--- config.mk ---
export PLATFORM = sky130hd
export DESIGN_NAME = lane_block_dist
export DESIGN_NICKNAME = d
export VERILOG_FILES = /design/src/rtl/ldd_pkg.sv /design/src/rtl/ldd_tx_blk.sv /design/src/rtl/ldd_rx_blk.sv /design/src/rtl/ldd_tx.sv /design/src/rtl/ldd_rx.sv /design/src/rtl/lane_block_dist.sv
export SDC_FILE = /design/constraint.sdc
export NUM_CORES = 2
export LEC_CHECK = 0
export BUFFER_PORTS_ARGS = -buffer_cell sky130_fd_sc_hd__buf_2
export CORE_UTILIZATION = 35
export CTS_CLUSTER_SIZE = 20
export DETAILED_ROUTE_END_ITERATION = 8
export PLACE_DENSITY = 0.66
export SYNTH_ARGS = -nofsm -noshare
export SYNTH_HDL_FRONTEND = slang
export SYNTH_SLANG_ARGS = --single-unit
--- constraint.sdc ---
create_clock -name clk -period 2.5 [get_ports clk]
set_clock_uncertainty 0.2 [all_clocks]
set_input_delay 0.25 -clock clk [delete_from_list [all_inputs] [get_ports clk]]
set_output_delay 0.25 -clock clk [all_outputs]
set_load 0.1 [all_outputs]
--- src/rtl/ldd_pkg.sv ---
package ldd_pkg;

    localparam int unsigned BLK_NARROW = 8;
    localparam int unsigned BLK_WIDE   = 10;
    localparam int unsigned BLK_MAX    = BLK_WIDE;
    localparam int unsigned CNT_W      = $clog2(BLK_MAX + 1);

    typedef enum logic {
        BLK8  = 1'b0,
        BLK10 = 1'b1
    } blk_mode_e;

    typedef struct packed {
        logic             busy;
        blk_mode_e        mode;
        logic [CNT_W-1:0] cnt;
    } seq_state_t;

    // Index of the final bit time for a block mode.
    function automatic logic [CNT_W-1:0] last_bit(blk_mode_e m);
        return (m == BLK10) ? CNT_W'(BLK_WIDE - 1) : CNT_W'(BLK_NARROW - 1);
    endfunction

endpackage

--- src/rtl/ldd_tx_blk.sv ---
module ldd_tx_blk
    import ldd_pkg::*;
(
    input  logic                  clk,
    input  logic                  rst,
    input  logic                  load,
    input  logic                  wide,
    input  logic [BLK_NARROW-1:0] narrow_val,
    input  logic [BLK_WIDE-1:0]   wide_val,
    input  logic                  shift,
    output logic                  lsb
);
    logic [BLK_MAX-1:0] sh_q;

    always_ff @(posedge clk) begin
        if (rst) begin
            sh_q <= '0;
        end else if (load) begin
            sh_q <= wide ? wide_val : {{(BLK_MAX-BLK_NARROW){1'b0}}, narrow_val};
        end else if (shift) begin
            sh_q <= {1'b0, sh_q[BLK_MAX-1:1]};
        end
    end

    assign lsb = sh_q[0];
endmodule

--- src/rtl/ldd_rx_blk.sv ---
module ldd_rx_blk
    import ldd_pkg::*;
(
    input  logic               clk,
    input  logic               rst,
    input  logic               shift,
    input  logic               bit_in,
    output logic [BLK_MAX-1:0] blk
);
    always_ff @(posedge clk) begin
        if (rst) begin
            blk <= '0;
        end else if (shift) begin
            blk <= {bit_in, blk[BLK_MAX-1:1]};
        end
    end
endmodule

--- src/rtl/ldd_tx.sv ---
module ldd_tx
    import ldd_pkg::*;
#(
    parameter  int unsigned NIO    = 38,
    localparam int unsigned WORD_W = NIO * BLK_MAX
) (
    input  logic              clk,
    input  logic              rst,
    input  logic              cfg_wide,
    input  logic              in_valid,
    output logic              in_ready,
    input  logic [WORD_W-1:0] in_word,
    output logic              bit_en,
    output logic [NIO-1:0]    bits
);
    seq_state_t st_q;
    logic       accept;
    logic [NIO-1:0] lsb_w;

    assign accept = in_valid && !st_q.busy;

    always_ff @(posedge clk) begin
        if (rst) begin
            st_q <= '0;
        end else if (accept) begin
            st_q.busy <= 1'b1;
            st_q.mode <= blk_mode_e'(cfg_wide);
            st_q.cnt  <= '0;
        end else if (st_q.busy) begin
            if (st_q.cnt == last_bit(st_q.mode)) begin
                st_q.busy <= 1'b0;
            end
            st_q.cnt <= st_q.cnt + 1'b1;
        end
    end

    for (genvar k = 0; k < NIO; k++) begin : g_io
        ldd_tx_blk u_blk (
            .clk        (clk),
            .rst        (rst),
            .load       (accept),
            .wide       (cfg_wide),
            .narrow_val (in_word[k*BLK_NARROW +: BLK_NARROW]),
            .wide_val   (in_word[k*BLK_WIDE +: BLK_WIDE]),
            .shift      (st_q.busy),
            .lsb        (lsb_w[k])
        );
        assign bits[k] = lsb_w[k] & st_q.busy;
    end

    assign in_ready = !st_q.busy;
    assign bit_en   = st_q.busy;
endmodule

--- src/rtl/ldd_rx.sv ---
module ldd_rx
    import ldd_pkg::*;
#(
    parameter  int unsigned NIO    = 38,
    localparam int unsigned WORD_W = NIO * BLK_MAX
) (
    input  logic              clk,
    input  logic              rst,
    input  logic              cfg_wide,
    input  logic              bit_en,
    input  logic [NIO-1:0]    bits,
    output logic              out_valid,
    output logic [WORD_W-1:0] out_word
);
    seq_state_t     st_q;
    blk_mode_e      eff_mode;
    logic           last;
    logic [BLK_MAX-1:0] blk_w [NIO];

    assign eff_mode = st_q.busy ? st_q.mode : blk_mode_e'(cfg_wide);
    assign last     = (st_q.cnt == last_bit(eff_mode));

    always_ff @(posedge clk) begin
        if (rst) begin
            st_q      <= '0;
            out_valid <= 1'b0;
        end else begin
            out_valid <= 1'b0;
            if (bit_en) begin
                st_q.mode <= eff_mode;
                if (last) begin
                    st_q.busy <= 1'b0;
                    st_q.cnt  <= '0;
                    out_valid <= 1'b1;
                end else begin
                    st_q.busy <= 1'b1;
                    st_q.cnt  <= st_q.cnt + 1'b1;
                end
            end
        end
    end

    for (genvar k = 0; k < NIO; k++) begin : g_io
        ldd_rx_blk u_blk (
            .clk    (clk),
            .rst    (rst),
            .shift  (bit_en),
            .bit_in (bits[k]),
            .blk    (blk_w[k])
        );
    end

    always_comb begin
        out_word = '0;
        for (int k = 0; k < NIO; k++) begin
            if (st_q.mode == BLK10) begin
                out_word[k*BLK_WIDE +: BLK_WIDE] = blk_w[k];
            end else begin
                out_word[k*BLK_NARROW +: BLK_NARROW] = blk_w[k][BLK_MAX-1 -: BLK_NARROW];
            end
        end
    end
endmodule

--- src/rtl/lane_block_dist.sv ---
module lane_block_dist
    import ldd_pkg::*;
#(
    parameter  int unsigned NIO    = 38,
    localparam int unsigned WORD_W = NIO * BLK_MAX
) (
    input  logic              clk,
    input  logic              rst,
    input  logic              tx_cfg_wide,
    input  logic              tx_valid,
    output logic              tx_ready,
    input  logic [WORD_W-1:0] tx_word,
    output logic              tx_bit_en,
    output logic [NIO-1:0]    tx_bits,
    input  logic              rx_cfg_wide,
    input  logic              rx_bit_en,
    input  logic [NIO-1:0]    rx_bits,
    output logic              rx_valid,
    output logic [WORD_W-1:0] rx_word
);
    ldd_tx #(.NIO(NIO)) u_tx (
        .clk      (clk),
        .rst      (rst),
        .cfg_wide (tx_cfg_wide),
        .in_valid (tx_valid),
        .in_ready (tx_ready),
        .in_word  (tx_word),
        .bit_en   (tx_bit_en),
        .bits     (tx_bits)
    );

    ldd_rx #(.NIO(NIO)) u_rx (
        .clk       (clk),
        .rst       (rst),
        .cfg_wide  (rx_cfg_wide),
        .bit_en    (rx_bit_en),
        .bits      (rx_bits),
        .out_valid (rx_valid),
        .out_word  (rx_word)
    );
endmodule

Yosys cells after proc, flatten, opt, wreduce, memory -nomap -nowiden --
Index checks and enable logic that the tools add are counted.
Storage, ports and cells: word-level logic and storage cells 303, output and inout bits 421, bits of input ports 424, flip-flop bits (word level) 773
Operators by class: bitwise logic cells 39, reduce and logical (&&, ||, !) cells 5, multiplexer cells 172, eq/ne operators 2, add/sub/neg operators 2
Operator list (count):
- 10-bit 2-to-1 mux | 122
- 8-bit 2-to-1 mux | 35
- 1-bit AND | 38
- 4-bit 2-to-1 mux | 5
- 6-bit 2-to-1 mux | 2
- 4-bit by 1-bit adder with 4-bit output (second input constant) | 2
- 4-bit == test | 2
- 1-bit 2-to-1 mux | 6
- 2-bit 2-to-1 mux | 2
- 2-bit OR reduction | 2
- 2-bit nonzero test | 1
- 1-bit logical AND | 1
- 1-bit zero test | 1
- 1-bit NOT | 1

Logic depth before layout (Yosys ltp) --
word-level depth 5, gate-level depth with buffers 7, gate-level depth less buffers 4

Modules after synthesis --
Synthesis repeated with hierarchy kept, for this count alone.
Second synthesis, totals: cell total of the unflattened synthesis 3536, area, all modules 37343.3 um^2
By module, submodules not included:
- ldd_tx_blk | cells each 47, area each 498.0 um^2, times used 38, seq. area each 200.2 um^2
- ldd_rx_blk | cells each 32, area each 352.8 um^2, times used 38, seq. area each 200.2 um^2
- ldd_rx | cells each 459, area each 4459.3 um^2, times used 1, seq. area each 140.1 um^2
- ldd_tx | cells each 75, area each 553.0 um^2, times used 1, seq. area each 120.1 um^2

Worst setup path before layout --
No wires, ideal clock.
kind flip-flop to output port, from reg u_tx.st_q, in the netlist u_tx.bit_en, to out tx_bits[0], setup slack -577 ps, path buffers 4, arrival 2627 ps, cell stages (with the launch flop) 6, path through dfxtp_1 > buf_4 > buf_2 > clkbuf_1 > clkbuf_1 > and2_1
Between the ends: word-level cells in the longest chain between the ends 1
Ends and longest elaborated chain:
- from (decl) | line ldd_tx.sv:16 | seq_state_t st_q;
- 1-bit AND | line ldd_tx.sv:48 | assign bits[k] = lsb_w[k] & st_q.busy;
- to (decl) | line lane_block_dist.sv:14 | output logic [NIO-1:0] tx_bits,
No other way between the ends.

Final worst setup path --
from reg u_rx.st_q[4] (netlist name), to out rx_word[16]
Between the ends: word-level cells in the longest chain between the ends 1
Ends and longest elaborated chain:
- from (decl) | line ldd_rx.sv:15 | seq_state_t st_q;
- 4-bit 2-to-1 mux | line ldd_rx.sv:56 | if (st_q.mode == BLK10) begin
- to (decl) | line lane_block_dist.sv:19 | output logic [WORD_W-1:0] rx_word
No other way between the ends.

==> flow_metrics.py <==
metrics = {
    "route": {
        "drc": 118,
        "routedWlPerCell_um": 24.14,
        "vias": 36270,
        "drt-initial-drc-count": 3041,
        "first_pass_iters": 9,
        "finalWirelength_mm": 156.4,
        "final_antenna_net_count": 0,
        "via_per_inst": 5.599,
    },
    "synth": {
        "yosys_warnings": 0,
        "syn-num-nets": 4172,
        "synth_cell_types": 41,
        "seq_area_frac_synth_pct": 41.40,
        "ys_ff_latch": 773,
        "synth_async_sr_flop_share_pct": 0,
        "netlist_instances": 3746,
        "syn_area_um2": 37380,
        "syn_area_per_cell_um2": 9.980,
        "synth_edf_count": 0,
        "synth_flop_cell": "dfxtp_1",
    },
    "sta": {
        "min_period_ns": 2.585,
        "fin_ws_ns": -0.08493,
        "drv_slew": 0,
        "worst_pin_slew_ns": 1.319,
        "setup_violations": 200,
        "rsz0062_at_grt": "yes",
        "finalHoldViolCount": 0,
        "fmax_mhz": 386.9,
        "holdWs_ns": 0.06745,
        "setup_tns_ns": -5.872,
        "fin_crit_sh_pct": 103.4,
        "slew_headroom_pct": 12.08,
    },
    "layout": {
        "fill_cells": 8771,
        "postLayoutCellArea_um2": 56140,
        "drive_gt1_share_pct": 35.31,
        "multi_input_area_um2": 20360,
        "register_area_um2": 15480,
        "syn_to_final_growth_pct": 50.16,
        "fin_nets": 5426,
    },
    "critical_path": {
        "worst_setup_path_end_kind": "output port",
        "critPathLaunchType": "register",
        "crit_fanout": 28,
        "worst-setup-path-type": "register to output port",
        "critical_path_required_ns": 2.05,
        "crit_arrival_ns": 2.13,
    },
    "die": {
        "ios": 845,
        "dieArea_um2": 108100,
        "rows": 119,
        "initial_core_util_pct": 35.41,
        "die_w_um": 328.8,
        "core_area_um2": 105600,
        "dieHeight_um": 328.8,
    },
    "clock_tree": {
        "ctsRootBufferMaster": "clkbuf_16",
        "htree_num_levels": 3,
        "numClockSinks": 773,
        "cts_made_buffers": 86,
        "path_clk_slew_ns": 0.06,
        "cts_tree": "built",
        "clockBufferDepth": 3,
        "clkLatencyLatePin_ns": 0.67,
    },
    "global_routing": {
        "grtUsageTotal_pct": 26.22,
        "grt_pass1_wl_mm": 217.6,
        "grt_max_degree": 204,
        "grt_pass1_vias": 34360,
        "overflow": 0,
        "antenna_found_initial": 14,
    },
    "min_path": {
        "hp-class": "input port to register",
    },
    "outcome": {
        "status": "complete, but fails checks",
        "violations": "design-rule violations, negative setup slack",
    },
    "placement": {
        "port_buffers": 844,
        "routabilityCongestion": 0.9715,
        "dpl-instance-area_um2": 44260,
        "hpwlAfterDp_mm": 99.95,
    },
    "pwr": {
        "p_leak_uw": 0.02476,
        "powerDensity_nw_per_um2": 579.2,
        "peakVddDrop_v": 0.0004619,
    },
    "run": {
        "drv_cap": 0,
    },
}
state kept, by name (all words and copies together) (netlist names):
| signal | count |
|---|---|
| u_tx.st_q | 5 |
| u_rx.st_q | 6 |
| u_tx.g_io.u_blk.sh_q | 380 |
| u_tx.bit_en | 1 |
| u_rx.out_valid | 1 |
| u_rx.g_io.u_blk.blk | 380 |
cell usage after synthesis (2+ instances only):
master	instances	area, um^2
dfxtp_1	773	15470
a221oi_1	38	332.8
a211oi_1	257	1929
and2_1	115	719.4
mux2_2	313	3525
ha_1	2	25.02
nor2b_1	2	12.51
a311oi_1	4	35.03
nor3_1	40	200.2
clkbuf_1	167	626.9
nand2_1	20	75.07
a211oi_2	40	500.5
a22o_1	38	332.8
buf_4	26	195.2
mux2i_1	680	6807
xor2_1	2	17.52
a21oi_1	13	65.06
nor3b_1	3	22.52
a31o_1	33	289.0
nor2_1	722	2710
clkbuf_4	3	22.52
a31o_2	263	2303
inv_1	4	15.01
buf_6	30	337.8
buf_2	126	630.6
buf_1	16	60.06
nand3_1	2	10.01
per-stage QoR:
stage | cells | utilization (%) | total power (uW) | setup WS (ns)
global route | 6465 | 53.14 | 33560 | -0.1289
global placement | 5732 | 41.92 | 18350 | 0.3582
finish | 6478 | 53.18 | 32510 | -0.08493
CTS | 6436 | 50.94 | 32290 | -0.1397
floorplan | 3746 | - | 16860 | 0.01570
detailed placement | 5732 | 41.92 | 18400 | 0.3369
worst max-delay path, cell delays in order (launching register included):
cell and delay, ns:
dfxtp_4 0.38, buf_4 0.13, buf_12 0.15, buf_16 0.20, mux2_2 0.40, buf_6 0.20
cell type report:
type                    instances  area share, %
diodes                         21        0.09361
clock buffers                 129          4.371
clock inverters                25         0.7110
inverters                       4        0.04012
multi-input cells            2600          36.27
flip-flops and latches        773          27.58
well taps                    1391          3.100
repair buffers               1535          27.83
metal layers:
layer | vias to the layer above | GRT usage, % | wire length (um)
met5 | - | 0.04437 | 21
met4 | 4 | 16.94 | 12180
met3 | 647 | 6.030 | 13430
met2 | 1924 | 43.01 | 71780
met1 | 17560 | 30.64 | 58980
li1 | 16130 | - | -
what timing repair did:
action,4_1_cts,5_1_grt
pin swaps,0,0
resized for setup,397,514
hold buffers,545,0
gates cloned,2,11
endpoints found under the hold margin,450,0
endpoints found under the setup margin,352,284
setup buffers,3,10
cell families (layout without fill, tap and decap cells):
group / Yosys count / in the layout / share of synthesized area [%]
muxes: 993 / 993 / 27.64
adders and majority gates: 2 / 2 / 0.06693
DFF: 773 / 773 / 41.40
and+or+nand+nor: 911 / 911 / 10.19
xor gates and xnor gates: 3 / 3 / 0.07030
other: 0 / 21 / 0
AOI/OAI and AO/OA: 691 / 691 / 15.58
buffers and inverters: 373 / 1693 / 5.064
power breakdown:
group / internal (uW) / switching (uW)
combinational: 2770 / 3400
clock: 7470 / 5560
sequential: 12900 / 434
cell usage in the layout (no fill, tap or decap), types with 34 or more instances in the layout:
cell / n
a211oi_1: 257
a211oi_2: 40
a221oi_1: 38
a22o_1: 38
a31o_2: 263
and2_1: 66
and2_2: 34
buf_12: 198
buf_2: 434
buf_4: 90
buf_6: 226
clkbuf_16: 96
dfxtp_1: 771
dlygate4sd3_1: 545
mux2_2: 245
mux2_4: 68
mux2i_1: 680
nor2_1: 722
nor3_1: 39
final timing paths:
path / startpoint / slack (ns) / depth (start not counted) / to
max: u_rx.st_q[4]$_SDFFE_PP0P_ / -0.08 / 5 / rx_word[16]
min: tx_word[136] / 0.07 / 4 / u_tx.g_io[13].u_blk.sh_q[6]$_SDFFE_PP0P_
max reg2reg: u_tx.bit_en$_SDFF_PP0_ / 0.54 / 4 / u_tx.g_io[4].u_blk.sh_q[2]$_SDFFE_PP0P_
min reg2reg: u_tx.g_io[0].u_blk.sh_q[6]$_SDFFE_PP0P_ / 0.26 / 2 / u_tx.g_io[0].u_blk.sh_q[5]$_SDFFE_PP0P_
(Power assumes the default switching activity.)
